**src/rtl/dualtmr_pkg.sv**
```systemverilog
package dualtmr_pkg;

   localparam int unsigned WIN_AW = 12;
   localparam int unsigned WORD_AW = WIN_AW - 2;

   // word addresses (byte address >> 2)
   localparam logic [WORD_AW-1:0] WORD_TCTRL = 10'h3C0;
   localparam logic [WORD_AW-1:0] WORD_TOUT  = 10'h3C1;
   localparam logic [WORD_AW-1:0] WORD_ID_LO = 10'h3F4;
   localparam int unsigned        ID_COUNT   = 12;

   typedef enum logic [2:0] {
      SLOT_LOAD   = 3'd0,
      SLOT_VALUE  = 3'd1,
      SLOT_CTRL   = 3'd2,
      SLOT_CLR    = 3'd3,
      SLOT_RAW    = 3'd4,
      SLOT_MASKED = 3'd5,
      SLOT_BGLOAD = 3'd6,
      SLOT_SPARE  = 3'd7
   } slot_e;

   typedef enum logic [2:0] {
      RGN_CHAN,
      RGN_TCTRL,
      RGN_TOUT,
      RGN_ID,
      RGN_NONE
   } region_e;

   function automatic logic [7:0] id_byte(input logic [3:0] k);
      case (k)
         4'd0:    id_byte = 8'h04;
         4'd4:    id_byte = 8'h23;
         4'd5:    id_byte = 8'hB8;
         4'd6:    id_byte = 8'h1B;
         4'd8:    id_byte = 8'h0D;
         4'd9:    id_byte = 8'hF0;
         4'd10:   id_byte = 8'h05;
         4'd11:   id_byte = 8'hB1;
         default: id_byte = 8'h00;
      endcase
   endfunction

endpackage

```
**src/rtl/dualtmr_decode.sv**
```systemverilog
module dualtmr_decode
   import dualtmr_pkg::*;
#(
   parameter int NCH  = 2,
   parameter int CH_W = 1
) (
   input  logic [WORD_AW-1:0] word,
   output region_e            region,
   output logic [CH_W-1:0]    chan,
   output slot_e              slot,
   output logic               wr_ok,
   output logic               rd_ok
);

   logic [WORD_AW-4:0] chan_field;

   assign chan_field = word[WORD_AW-1:3];
   assign chan       = chan_field[CH_W-1:0];
   assign slot       = slot_e'(word[2:0]);

   always_comb begin
      if (int'(chan_field) < NCH)   region = RGN_CHAN;
      else if (word == WORD_TCTRL)  region = RGN_TCTRL;
      else if (word == WORD_TOUT)   region = RGN_TOUT;
      else if (word >= WORD_ID_LO)  region = RGN_ID;
      else                          region = RGN_NONE;
   end

   always_comb begin
      wr_ok = 1'b0;
      rd_ok = 1'b0;
      case (slot)
         SLOT_LOAD, SLOT_VALUE, SLOT_CTRL, SLOT_BGLOAD: begin
            wr_ok = 1'b1;
            rd_ok = 1'b1;
         end
         SLOT_CLR:               wr_ok = 1'b1;
         SLOT_RAW, SLOT_MASKED:  rd_ok = 1'b1;
         default: ;
      endcase
   end

endmodule

```
**src/rtl/dualtmr_idrom.sv**
```systemverilog
module dualtmr_idrom
   import dualtmr_pkg::*;
(
   input  logic [3:0] word_lo,
   output logic [7:0] id_val
);

   logic [3:0] idx;

   // bank starts at word low nibble 4 and ends at F
   assign idx    = word_lo - 4'h4;
   assign id_val = id_byte(idx);

endmodule

```
**src/rtl/dualtmr_irq.sv**
```systemverilog
module dualtmr_irq #(
   parameter int NCH     = 2,
   parameter bit TEST_EN = 1'b1
) (
   input  logic           clk,
   input  logic           rst_n,
   input  logic           test_mode,
   input  logic [NCH-1:0] test_bits,
   input  logic [NCH-1:0] chan_irq,
   output logic [NCH-1:0] irq_ch,
   output logic           irq_comb
);

   logic [NCH-1:0] pick;

   generate
      if (TEST_EN) begin : g_override
         assign pick = test_mode ? test_bits : chan_irq;
      end else begin : g_direct
         logic unused_test;
         assign unused_test = test_mode ^ (^test_bits);
         assign pick = chan_irq;
      end
   endgenerate

   always_ff @(posedge clk or negedge rst_n) begin
      if (!rst_n) begin
         irq_ch   <= '0;
         irq_comb <= 1'b0;
      end else begin
         irq_ch   <= pick;
         irq_comb <= |pick;
      end
   end

   p_irq_normal_r7: assert property (@(posedge clk) disable iff (!rst_n)
      !test_mode |=> irq_ch == $past(chan_irq))
      else $error("R7 normal-mode interrupt mismatch");

   p_irq_test_r8: assert property (@(posedge clk) disable iff (!rst_n)
      test_mode |=> irq_ch == $past(test_bits))
      else $error("R8 test-mode interrupt mismatch");

   p_irq_comb_r9: assert property (@(posedge clk) disable iff (!rst_n)
      irq_comb == (|irq_ch))
      else $error("R9 combined interrupt mismatch");

endmodule

```
**src/rtl/dualtmr_apb_shell.sv**
```systemverilog
module dualtmr_apb_shell
   import dualtmr_pkg::*;
#(
   parameter int NCH     = 2,
   parameter int DATA_W  = 32,
   parameter bit TEST_EN = 1'b1
) (
   input  logic                  clk,
   input  logic                  rst_n,
   input  logic                  psel,
   input  logic                  penable,
   input  logic                  pwrite,
   input  logic [11:0]           paddr,
   input  logic [DATA_W-1:0]     pwdata,
   output logic [DATA_W-1:0]     prdata,
   output logic                  pready,
   output logic                  pslverr,
   output logic [NCH-1:0]        chan_wr_sel,
   output logic [2:0]            chan_slot,
   output logic [DATA_W-1:0]     chan_wdata,
   input  logic [NCH*DATA_W-1:0] chan_rd_data,
   input  logic [NCH-1:0]        chan_irq,
   output logic [NCH-1:0]        irq_ch,
   output logic                  irq_comb
);

   localparam int CH_W = (NCH > 1) ? $clog2(NCH) : 1;

   generate
      if (NCH < 1 || NCH * 32 > 'hF00) begin : g_bad_nch
         $error("NCH must fit below the test registers");
      end
      if (DATA_W < 8 || DATA_W < NCH) begin : g_bad_width
         $error("DATA_W must hold an ID byte and one test bit per channel");
      end
   endgenerate

   region_e           region;
   slot_e             slot;
   logic [CH_W-1:0]   chan;
   logic              wr_ok, rd_ok;
   logic [7:0]        id_val;
   logic              wr_acc, rd_acc;
   logic              test_mode;
   logic [NCH-1:0]    test_bits;
   logic [DATA_W-1:0] rd_arr [NCH];
   logic [DATA_W-1:0] rdata;
   logic [1:0]        unused_lo;

   assign unused_lo = paddr[1:0];
   assign pready    = 1'b1;
   assign pslverr   = 1'b0;
   assign wr_acc    = psel & penable & pwrite;
   assign rd_acc    = psel & ~pwrite;

   dualtmr_decode #(.NCH(NCH), .CH_W(CH_W)) u_decode (
      .word   (paddr[11:2]),
      .region (region),
      .chan   (chan),
      .slot   (slot),
      .wr_ok  (wr_ok),
      .rd_ok  (rd_ok)
   );

   dualtmr_idrom u_idrom (
      .word_lo (paddr[5:2]),
      .id_val  (id_val)
   );

   assign chan_slot  = slot;
   assign chan_wdata = pwdata;

   generate
      for (genvar i = 0; i < NCH; i++) begin : g_chan
         assign chan_wr_sel[i] = wr_acc && region == RGN_CHAN && wr_ok
                                 && int'(chan) == i;
         assign rd_arr[i]      = chan_rd_data[i*DATA_W +: DATA_W];
      end
   endgenerate

   always_comb begin
      rdata = '0;
      case (region)
         RGN_CHAN:  if (rd_ok) rdata = rd_arr[chan];
         RGN_TCTRL: rdata[0] = test_mode;
         RGN_ID:    rdata[7:0] = id_val;
         default: ;
      endcase
   end

   assign prdata = rd_acc ? rdata : '0;

   generate
      if (TEST_EN) begin : g_test
         always_ff @(posedge clk or negedge rst_n) begin
            if (!rst_n) begin
               test_mode <= 1'b0;
               test_bits <= '0;
            end else if (wr_acc) begin
               if (region == RGN_TCTRL) test_mode <= pwdata[0];
               if (region == RGN_TOUT)  test_bits <= pwdata[NCH-1:0];
            end
         end

         p_test_hold_r2: assert property (@(posedge clk) disable iff (!rst_n)
            !(wr_acc && (region == RGN_TCTRL || region == RGN_TOUT))
               |=> $stable(test_bits) && $stable(test_mode))
            else $error("R2 test register changed without a write");
      end else begin : g_no_test
         assign test_mode = 1'b0;
         assign test_bits = '0;
      end
   endgenerate

   dualtmr_irq #(.NCH(NCH), .TEST_EN(TEST_EN)) u_irq (
      .clk       (clk),
      .rst_n     (rst_n),
      .test_mode (test_mode),
      .test_bits (test_bits),
      .chan_irq  (chan_irq),
      .irq_ch    (irq_ch),
      .irq_comb  (irq_comb)
   );

   p_wr_onehot_r1: assert property (@(posedge clk) disable iff (!rst_n)
      $onehot0(chan_wr_sel))
      else $error("R1 more than one channel strobed");

   p_no_stray_wr_r11: assert property (@(posedge clk) disable iff (!rst_n)
      !(psel && penable && pwrite) |-> chan_wr_sel == '0)
      else $error("R11 strobe outside a write access phase");

endmodule

```
**config.mk**
```make
export PLATFORM = sky130hd
export DESIGN_NAME = dualtmr_apb_shell
export DESIGN_NICKNAME = d
export VERILOG_FILES = /design/src/rtl/dualtmr_pkg.sv /design/src/rtl/dualtmr_decode.sv /design/src/rtl/dualtmr_idrom.sv /design/src/rtl/dualtmr_irq.sv /design/src/rtl/dualtmr_apb_shell.sv
export SDC_FILE = /design/constraint.sdc
export NUM_CORES = 1
export LEC_CHECK = 0
export ABC_AREA = 0
export ABC_CLOCK_PERIOD_IN_PS = 2100
export CORE_ASPECT_RATIO = 2
export CORE_MARGIN = 4
export CORE_UTILIZATION = 23
export DETAILED_ROUTE_END_ITERATION = 8
export HOLD_SLACK_MARGIN = 0.02
export MAX_ROUTING_LAYER = met4
export PLACE_DENSITY = 0.85
export SYNTH_ARGS = -nofsm -noshare
export SYNTH_HDL_FRONTEND = slang
export SYNTH_HIERARCHICAL = 1
export SYNTH_SLANG_ARGS = --single-unit
```
**constraint.sdc**
```tcl
create_clock -name clk -period 2.1 [get_ports clk]
set_input_delay 0.42 -clock clk [delete_from_list [all_inputs] [get_ports clk]]
set_output_delay 0.42 -clock clk [all_outputs]
set_load 0.02 [all_outputs]
```
Word-level counts from Yosys, hierarchy flattened --
Memories as Yosys holds them, arrays and structs flattened. Cells that the tools add are included.
Word-level totals: register bits 6, bits in read-only memories 128, output and inout bits 74, logic and storage cells 52, memories kept 1
Operators by class: add/sub/neg operators 1, magnitude comparators 3, equal/unequal tests 11, multiplexer cells 15, bitwise logic cells 6, reduce and logical (&&, ||, !) cells 11
Memory list:
- (name not given) | words 16, bits a word 8, read ports 1, clocked after Yosys merged registers in 0, wr ports 0, RTL line dualtmr_pkg.sv:32 | case (k)
Operators by type and width (number):
- 2-to-1 mux 32 bit | 5
- 2-to-1 mux 24 bit | 1
- == test 10 bit (second input constant) | 2
- case mux 7 bit (2 select lines) | 1
- == test 3 x 2 -> 1 bit (second input constant) | 4
- 2-to-1 mux 3 bit | 4
- >= comparator 10 bit (second input constant) | 1
- == test 3 bit (second input constant) | 3
- < comparator 7 x 2 -> 1 bit (second input constant) | 1
- == test 3 x 1 -> 1 bit (second input constant) | 2
- zero test 3 bit | 2
- OR reduction 6 bit | 1
- OR reduction 5 bit | 1
- logical AND 1 bit | 4
- AND reduction 2 bit | 2
- subtractor 4 x 3 -> 4 bit (second input constant) | 1
- AND 1 bit | 3
- case mux 1 bit (3 select lines) | 1
- >= comparator 2 bit (second input constant) | 1
- 2-to-1 mux 1 bit | 2
- 2-to-1 mux 2 bit | 1
- inverter 1 bit | 2
- inverter 1 -> 2 bit | 1
- OR reduction 2 bit | 1

Logic depth before layout (Yosys ltp) --
Gate-level depths: netlist of the first run.
depth after elaboration 9, depth in mapped cells 7, depth with buffers taken out 7

Modules after synthesis --
Netlist of the first run, hierarchy kept.
Modules (own cells, without submodules):
- dualtmr_apb_shell | times used 1, cells each 127, area each 1023.5 sq um, seq. area each 75.1 sq um
- dualtmr_idrom | times used 1, cells each 24, area each 180.2 sq um, seq. area each 0.0 sq um
- dualtmr_decode | times used 1, cells each 19, area each 127.6 sq um, seq. area each 0.0 sq um
- dualtmr_irq | times used 1, cells each 8, area each 111.4 sq um, seq. area each 75.1 sq um

Worst setup path after synthesis of the first run --
OpenSTA, ideal clock, no wires.
kind input to output, from in paddr[10], to out prdata[2], data arrival time 1.967 ns, data required time 1.680 ns, slack -0.287 ns, cell stages on the path 7, path buffers 1, path through or4_4 > o41ai_2 > a21oi_2 > nor3b_2 > nand3_2 > buf_6 > o2bb2ai_1
On the way: longest elaborated chain between the ends 8, elaborated cells between the ends (all ways) 12, those cells by class order compare (2); eq/ne (3); mux (6); reduce/logical (1)
RTL lines:
- from (decl) | RTL line dualtmr_apb_shell.sv:13 | input logic [11:0] paddr,
- >= comparator 10 bit | RTL line dualtmr_decode.sv:25 | else if (word >= WORD_ID_LO) region = RGN_ID;
- 2-to-1 mux 3 bit | RTL line dualtmr_decode.sv:25
- 2-to-1 mux 3 bit | RTL line dualtmr_decode.sv:24 | else if (word == WORD_TOUT) region = RGN_TOUT;
- 2-to-1 mux 3 bit | RTL line dualtmr_decode.sv:23 | else if (word == WORD_TCTRL) region = RGN_TCTRL;
- 2-to-1 mux 3 bit * | RTL line dualtmr_decode.sv:22 | if (int'(chan_field) < NCH) region = RGN_CHAN;
- via region[2] | RTL line dualtmr_apb_shell.sv:38 | region_e region;
- == test 3 x 2 -> 1 bit or zero test 3 bit (tied branches) | RTL line dualtmr_apb_shell.sv:83 | case (region)
- case mux 7 bit (2 select lines) * | RTL line dualtmr_apb_shell.sv:83
- 2-to-1 mux 32 bit * | RTL line dualtmr_apb_shell.sv:91 | assign prdata = rd_acc ? rdata : '0;
- to (decl) | RTL line dualtmr_apb_shell.sv:15 | output logic [DATA_W-1:0] prdata,
Mark *: on every way through the listed nets, which the timed path passes. The rest lies on a longest branch.

Worst setup path in the final report of the first run --
from in paddr[11], to out prdata[28]
On the way: longest elaborated chain between the ends 8, elaborated cells between the ends (all ways) 11, those cells by class order compare (2); eq/ne (2); mux (6); reduce/logical (1)
RTL lines (RTL line):
- >= comparator 10 bit | dualtmr_decode.sv:25
- 2-to-1 mux 3 bit | dualtmr_decode.sv:25
- 2-to-1 mux 3 bit | dualtmr_decode.sv:24
- 2-to-1 mux 3 bit | dualtmr_decode.sv:23
- 2-to-1 mux 3 bit * | dualtmr_decode.sv:22
- via region[2] | dualtmr_apb_shell.sv:38
- zero test 3 bit * | dualtmr_apb_shell.sv:83
- 2-to-1 mux 24 bit * | dualtmr_apb_shell.sv:83
- 2-to-1 mux 32 bit * | dualtmr_apb_shell.sv:91
Marks and branches as above.

==> reports/summary.txt, run 1 <==
Final Skew = 0.00492 ns
CORE AREA = 0.00606 mm2
vias in the first global route = 1951
Synth Area per Inst = 8.10 um2
commonest non-fill, non-tap cell in the layout = clkdlybuf4s50_1
Post-synth EDFFs = 0
total power = 823 uW
Power Density = 241 mW/mm2
hold buffers post-CTS = 0
CTS Root Cell = clkbuf_16
Worst setup EP type = output pin
sequential fraction of the synthesis area = 10.4%
Clk Latency, worst-skew pair = 0.23 ns
max cap viols = 0
clk buf depth = 2
endpoints failing hold = 0
Nets = 425
GRT overflow = 0
part of the cycle the worst path needs = 129%
CTS tree = yes
Area Growth Syn to Fin = 137%
WL/cell = 16.8 um
Critical Path Source Type = primary input
initial antenna violation count = 0
Port Buffers = 124
Crit Path Max Fanout = 7
Final GP Congestion = 0.923
Post-DP Area = 0.00297 mm2
yosys warns = 6
CTS buffer count = 3
CTS Sinks = 6
final wirelength = 6500 um
Total GRT Usage = 17.0%
Worst EP required = 1.68 ns
drt pass-1 iters = 4
dominant synthesized flop cell = dfrtp_1
post-synthesis instance area = 0.00144 mm2
failing checks = negative setup slack
x dimension of the die = 64 um
leading area contributor after synthesis = buf_4
final worst slack = -0.619 ns
post-synth cell types = 35
Max VDD drop = 504 uV
min-delay worst type = primary input to async pin
fraction of layout cells with a size suffix above 1 = 49.3%
Cells after Synth = 178
Tmin final = 2.72 ns
WL met3 = 653 um
FFs w/ async S/R, synth = 100%
most frequent cells in the layout = clkdlybuf4s50_1 (80), buf_6 (45), buf_4 (32), mux2i_1 (31), nor2_4 (26)
synthesized flop and latch total = 6
HPWL after detailed placement = 4740 um
Final Cell Area = 0.00342 mm2
status = finished with violations
Leakage = 1.45 nW
met2 wire len = 3450 um
RSZ-0062 raised after global routing = yes
Die Y = 120 um
largest cells by area after synthesis = buf_4 (22%), mux2i_1 (22%), dfrtp_1 (10%), nor2_1 (7.5%), mux2_2 (5.5%)
row count = 40
area share of the largest cell type after synthesis = 22.4%
post-synthesis net count = 297
Routed Antenna Nets = 0
clock slew at reported path FFs = 0.03 ns
critical path type = primary input to output pin
met1 WL = 2110 um
max layer used = met4
Fmax = 368 MHz
drc violations = 0
htree depth = 1
first-pass GRT wire length = 10000 um
pin count of the biggest net entering global routing = 23
WP data arrival = 2.30 ns
DRT iter0 DRCs = 35
Final Util = 56.5%
setup violators final = 37
vias per inst = 4.56
Ant. Diodes = 0
die area = 0.00768 mm2
Starting Density = 23.8%
max-slew violations = 0
IO Pins = 189
via count = 1769
-- stage by stage --
step / setup WS, ns / cells / hold slack, ns / TNS, ns
floorplan: -0.194 / 178 / 0.124 / -5.93
global placement: -1.31 / 365 / 0.529 / -43.51
detailed placement: -1.39 / 365 / 0.543 / -45.69
CTS: -0.615 / 388 / 0.446 / -17.25
global route: -0.678 / 388 / 0.465 / -19.74
finish: -0.619 / 388 / 0.443 / -17.72
-- timing repair --
action	CTS	global route
gates cloned	2	0
buffers inserted	19	4
endpoints found under the setup margin	40	37
pin swaps	37	8
gates resized for setup	272	3
-- cells in the mapped netlist, types with 3 or more instances --
cell type and count:
buf_4 43, mux2i_1 31, nor2_1 29, mux2_2 7, o2bb2ai_1 7, dfrtp_1 6, nand2_1 5, ha_1 4
inv_1 4, nand2b_1 4, nor3_1 4, a21oi_1 3
-- flip-flops by register name, summed over array words and instances, names as in the netlist --
register / cells
test_bits: 2
u_irq/irq_ch: 2
u_irq/irq_comb: 1
test_mode: 1
-- final timing paths --
check | slack (ns) | depth (start not counted) | to | start
worst max-delay path | -0.62 | 11 | prdata[28] | paddr[11]
worst min-delay path | 0.44 | 1 | u_irq/irq_comb | rst_n
worst max register to register | 1.14 | 1 | u_irq/irq_ch[0] | test_mode
worst min register to register | 0.56 | 1 | u_irq/irq_ch[1] | test_bits[1]
max in group asynchronous | 1.43 | 1 | test_mode | rst_n
min in group clk | 0.56 | 1 | u_irq/irq_ch[1] | test_bits[1]
-- layout make-up --
class                   count  area [um2]
clock buffers               3        75.1
flip-flops and latches      6         150
multi-input cells         121        1360
repair buffers            170        1720
inverters                   4        15.0
fillers                   469        2640
well taps                  84         105
-- logic make-up after synthesis --
kind of cell / after synthesis / synth area share, %
AND/OR/NAND/NOR: 56 / 20.9
buffers and inverters: 51 / 25.7
other: 2 / 0.521
multiplexers: 38 / 27.0
adder cells (fa/ha/maj): 4 / 3.47
flip-flops: 6 / 10.4
AO/OA/AOI/OAI: 21 / 12.1
-- worst max-delay path, stage by stage --
cell and delay, ns:
buf_6 0.09, or4_4 0.54, o41ai_4 0.07, a21oi_2 0.12, nor3b_2 0.25, buf_4 0.16
nand3_4 0.12, buf_12 0.19, buf_12 0.12, nor2_4 0.10, buf_6 0.12
-- report_power, final --
part / switching [mW] / internal (mW) / leakage [nW]
combinational: 0.164 / 0.230 / 1.34
sequential: 0.00139 / 0.119 / 0.0755
clock: 0.0634 / 0.244 / 0.0370
total: 0.229 / 0.594 / 1.45
-- metal layers --
| metal | global-route usage (%) | up-vias |
|---|---|---|
| met1 | 16.4 | 785 |
| met5 | - | - |
| met3 | 4.96 | 34 |
| met4 | 7.85 | 0 |
| li1 | - | 831 |
| met2 | 30.3 | 119 |
(Power assumes the default switching activity.)
==> run 2, diff against run 1 <==
- ABC_CLOCK_PERIOD_IN_PS: 2100 -> 2700
- CORE_UTILIZATION: 23 -> 26
- PLACE_DENSITY: 0.85 -> 0.9
- clock period: 2.1 -> 2.7 ns (I/O delays scaled with it)
==> run 2 against run 1 <==
Register-to-register slack better by 0.63 ns. Highest routed layer unchanged. Hold slack better by 0.098 ns. Non-clock buffer count shrank 14. Design area is 14% lower. Clock-buffer cell count is the same. The flow still finishes with violations (negative setup slack). Global-route usage shrank 1.6 points.
==> reports/summary.txt, run 2 (synthesis results as in run 1) <==
Reg power frac = 18.6% (+3.9 points)
vias per inst = 4.74 (+4.0%)
Power Density = 170 mW/mm2 (-29%)
CTS Root Cell = clkbuf_8
CTS Sinks = 6 (unchanged)
Crit path top cell by count = buf_6
Max VDD drop = 265 uV (-47%)
Worst EP required = 2.16 ns (+0.48 ns)
Port Buffers = 124 (unchanged)
slowest stage delay, CP = 0.54 ns (about the same)
Nets = 411 (-3.3%)
fillcell total = 495 (+5.5%)
Critical Path Source Type = primary input
commonest non-fill, non-tap cell in the layout = clkdlybuf4s50_1
IO Pins = 189 (unchanged)
Comb pwr share = 55.6% (+7.7 points)
HPWL after detailed placement = 4270 um (-9.9%)
x dimension of the die = 60.7 um (-5.2%)
Fin Hold WS = 0.540 ns (+0.0976 ns)
Area Growth Syn to Fin = 104%
GRT overflow = 0 (unchanged)
CP max-delay cell = or4_4
WL/cell = 15.6 um (-6.9%)
Tmin final = 2.85 ns
CTS buffer count = 3 (unchanged)
first-pass GRT wire length = 8000 um (-20%)
P_sw = 146 uW (-36%)
Final Skew = 0.00340 ns (-0.00152 ns)
CORE AREA = 0.00542 mm2 (-10%)
DRT iter0 DRCs = 33 (-5.7%)
biggest regs = test_bits: 2 flops, u_irq/irq_ch: 2 flops
max cap viols = 0 (unchanged)
Fmax = 351 MHz
Post-Layout Cell Count = 350 (-9.8%)
max-slew violations = 0 (unchanged)
Ant. Diodes = 0 (unchanged)
min-delay worst type = flip-flop to flip-flop
Register Area = 150 um2 (unchanged)
Post-DP Area = 0.00258 mm2 (-13%)
fraction of layout cells with a size suffix above 1 = 41.0% (-8.3 points)
CTS tree = yes
sw frac = 29.1% (+1.3 points)
Final GP Congestion = 0.808 (-12%)
status = finished with violations
RSZ-0062 raised after global routing = yes
WP buf/inv = 3 (-2)
Multi-input gate area = 0.00119 mm2 (-12%)
crit path cell chain = buf_6, or4_4, o41ai_4, a21oi_2, nor3b_4, nand3_4, buf_6, nor2_1, buf_2
hold buffers post-CTS = 0 (unchanged)
final worst slack = -0.148 ns (+0.471 ns)
Starting Density = 26.6% (+2.8 points)
die area = 0.00688 mm2 (-10%)
row count = 38 (-5.0%)
drt pass-1 iters = 3 (-1)
Int Power = 356 uW (-40%)
final wirelength = 5460 um (-16%)
pre-CTS setup slack = -1.02 ns (+0.377 ns)
part of the cycle the worst path needs = 105%
drc violations = 0 (unchanged)
Die Y = 113 um (-5.5%)
htree depth = 1 (unchanged)
setup violators final = 31 (-16%)
Clk Latency, worst-skew pair = 0.22 ns (about the same)
Crit Path Max Fanout = 8 (+1)
Final Util = 54.4% (-2.1 points)
most frequent cells in the layout = clkdlybuf4s50_1 (80), buf_6 (32), mux2i_1 (31), buf_4 (31), nor2_4 (16)
DP Cell Count = 339 (-7.1%)
WP data arrival = 2.31 ns (about the same)
setup TNS = -2.82 ns (+14.90 ns)
endpoints failing hold = 0 (unchanged)
clk buf depth = 2 (unchanged)
clock slew at reported path FFs = 0.04 ns (about the same)
vias in the first global route = 1802 (-7.6%)
initial antenna violation count = 0 (unchanged)
Worst setup EP type = output pin
critical path type = primary input to output pin
Total GRT Usage = 15.3% (-1.6 points)
total power = 502 uW (-39%)
pin count of the biggest net entering global routing = 44 (+91%)
via count = 1659 (-6.2%)
Final Cell Area = 0.00295 mm2 (-14%)
failing checks = negative setup slack
Leakage = 1.30 nW (-10%)
Clk pwr share = 25.7% (-12 points)
family with the most delay on the worst path = simple AND/OR/NAND/NOR gates
Routed Antenna Nets = 0 (unchanged)
## run 2: area by class of cell
class                           count  share of cell area [%]
Sequential cell                     6                    5.09
Inverter                            4                   0.509
Tap cell                           60                    2.55
Multi-Input combinational cell    121                    40.4
Timing Repair Buffer              156                    50.0
Clock buffer                        3                    1.40
## run 2: what timing repair did
item / in CTS / in global routing
pin swaps: 29 / 7
setup endpoints to repair: 34 / 32
cloned: 3 / 0
hold endpoints to repair: 0 / 0
setup buffers: 2 / 3
resized for setup: 263 / 17
## run 2: power by group through the flow
stage	logic (mW)	clock network (mW)	registers, mW
6_report	0.279	0.129	0.0935
5_1_grt	0.298	0.138	0.0936
4_1_cts	0.273	0.133	0.0935
3_5_place_dp	0.256	0	0.0946
3_3_place_gp	0.251	0	0.0945
2_1_floorplan	0.156	0	0.0977
## run 2: path summary, 6_finish.rpt
| check | from | end | slack, ns | cells past startpoint |
|---|---|---|---|---|
| worst min-delay path | test_bits[0] | u_irq/irq_ch[0] | 0.54 | 1 |
| worst min register to register | test_bits[0] | u_irq/irq_ch[0] | 0.54 | 1 |
| worst max-delay path | paddr[10] | prdata[16] | -0.15 | 9 |
| worst max register to register | test_mode | u_irq/irq_ch[0] | 1.77 | 1 |
| min in group asynchronous | rst_n | u_irq/irq_ch[1] | 0.56 | 1 |
| max in group asynchronous | rst_n | test_mode | 1.94 | 1 |
## run 2: per-layer routing
layer / global-route usage [%] / vias up / share of wire (%)
met3: 1.03 / 20 / 8.8
li1: - / 803 / -
met1: 12.7 / 744 / 28
met2: 32.2 / 92 / 60
met4: 4.78 / 0 / 2.8
met5: - / - / 0
==> run 3, diff against run 2 <==
- ABC_CLOCK_PERIOD_IN_PS: 2700 -> 3100
- PLACE_DENSITY: 0.9 -> 0.83
- clock period: 2.7 -> 3.1 ns (I/O delays scaled with it)
==> run 3 against run 2 <==
The flow now finishes without violations. First-iteration DRC count decreased by 24%. Power shrank 14%. Design area down 6.0%.
==> reports/summary.txt, run 3 (synthesis results as in run 1) <==
status = finished, final reports clean
HPWL after detailed placement = 4330 um (+1.5%)
crit path cell chain = buf_6, or4_4, o41ai_4, a21oi_2, nor3b_4, nand3_4, buf_12, o2bb2ai_4, buf_6
CORE AREA = 0.00542 mm2 (unchanged)
vias per inst = 4.76 (+0.39%)
htree depth = 1 (unchanged)
Die Y = 113 um (unchanged)
initial antenna violation count = 0 (unchanged)
vias in the first global route = 1757 (-2.5%)
Crit path top cell by count = buf_6
DRT iter0 DRCs = 25 (-24%)
Final Util = 51.1% (-3.3 points)
Final GP Congestion = 0.816 (+1.0%)
final wirelength = 5300 um (-3.0%)
min-delay worst type = flip-flop to flip-flop
pre-CTS setup slack = -0.724 ns (+0.292 ns)
clock slew at reported path FFs = 0.04 ns (about the same)
x dimension of the die = 60.7 um (unchanged)
critical path type = primary input to output pin
Fin Hold WS = 0.540 ns (+0.000193 ns)
drc violations = 0 (unchanged)
Starting Density = 26.6% (unchanged)
Worst EP required = 2.48 ns (+0.32 ns)
Port Buffers = 124 (unchanged)
pin count of the biggest net entering global routing = 28 (-36%)
Post-Layout Cell Count = 348 (-0.57%)
Area Growth Syn to Fin = 92.0%
Nets = 409 (-0.49%)
Max VDD drop = 239 uV (-9.8%)
Crit Path Max Fanout = 7 (-1)
DP Cell Count = 338 (-0.29%)
Fmax = 332 MHz
IO Pins = 189 (unchanged)
max-slew violations = 0 (unchanged)
Ant. Diodes = 0 (unchanged)
final worst slack = 0.0857 ns (+0.234 ns)
Post-DP Area = 0.00257 mm2 (-0.29%)
Clk Latency, worst-skew pair = 0.22 ns (about the same)
Final Cell Area = 0.00277 mm2 (-6.0%)
die area = 0.00688 mm2 (unchanged)
first-pass GRT wire length = 7640 um (-4.5%)
CTS Sinks = 6 (unchanged)
total power = 430 uW (-14%)
via count = 1656 (-0.18%)
beginning of the critical path = paddr[8]
GRT overflow = 0 (unchanged)
commonest non-fill, non-tap cell in the layout = clkdlybuf4s50_1
clk buf depth = 2 (unchanged)
Leakage = 1.28 nW (-1.7%)
family with the most delay on the worst path = simple AND/OR/NAND/NOR gates
CTS Root Cell = clkbuf_8
most frequent cells in the layout = clkdlybuf4s50_1 (80), buf_4 (33), mux2i_1 (31), nor2_1 (24), buf_2 (18)
Critical Path Source Type = primary input
CTS buffer count = 3 (unchanged)
fraction of layout cells with a size suffix above 1 = 35.4% (-5.6 points)
Worst setup EP type = output pin
max cap viols = 0 (unchanged)
slowest stage delay, CP = 0.54 ns (about the same)
setup violators final = 0 (-100%)
CTS tree = yes
drt pass-1 iters = 2 (-1)
Routed Antenna Nets = 0 (unchanged)
setup TNS = 0 ns (+2.82 ns)
Power Density = 155 mW/mm2 (-8.8%)
HP Start = test_bits[0]
Total GRT Usage = 14.9% (-0.47 points)
R2R Path Start = test_mode
WP data arrival = 2.39 ns (+0.08 ns)
part of the cycle the worst path needs = 97.2%
row count = 38 (unchanged)
endpoints failing hold = 0 (unchanged)
Tmin final = 3.01 ns
biggest regs = test_bits: 2 flops, u_irq/irq_ch: 2 flops
WL/cell = 15.2 um (-2.4%)
hold buffers post-CTS = 0 (unchanged)
WP buf/inv = 3 (unchanged)
CP max-delay cell = or4_4
Final Skew = 0.00121 ns (-0.00219 ns)
==> run 3: changes by cell type in the layout (fill, tap and decap cells not counted), sizes merged <==
cell	before	now
dlymetal6s2s	0	1
buf	72	66
clkdlybuf4s15	1	3
dlygate4sd2	3	2
clkbuf	3	5
==> run 3: power breakdown <==
| part | switching [mW] | internal [mW] | leakage [nW] |
|---|---|---|---|
| logic | 0.0864 | 0.145 | 1.18 |
| registers | 0.000612 | 0.0808 | 0.0755 |
| clock network | 0.0342 | 0.0834 | 0.0216 |
==> run 3: path summary, 6_finish.rpt <==
| kind | end | slack, ns | depth (start not counted) |
|---|---|---|---|
| max | prdata[6] | 0.09 | 9 |
| min | u_irq/irq_ch[0] | 0.54 | 1 |
| max reg2reg | u_irq/irq_ch[1] | 2.18 | 1 |
| min reg2reg | u_irq/irq_ch[0] | 0.54 | 1 |
| max in group asynchronous | u_irq/irq_comb | 2.25 | 1 |
| min in group asynchronous | test_mode | 0.64 | 1 |
==> run 3: metal layers <==
layer / vias to the layer above / part of all wire [%] / global-route usage [%]
met2: 80 / 60 / 30.7
met4: 0 / 4.0 / 8.10
met1: 745 / 27 / 10.7
met5: - / 0 / -
li1: 798 / - / -
met3: 33 / 9.4 / 1.60
==> run 3: cell type report <==
cell class,instances,area (um2)
clock buffer,3,41.3
fill,538,2650
inverter,4,15.0
multi-input combinational,121,1090
sequential,6,150
tap,60,75.1
timing repair buffer,154,1400
==> run 3: timing repair <==
| item | 4_1_cts | 5_1_grt |
|---|---|---|
| gates resized for setup | 203 | 17 |
| pin swaps | 9 | 4 |
| setup endpoints to repair | 34 | 34 |
| buffers inserted | 4 | 1 |
| cloned | 2 | 0 |
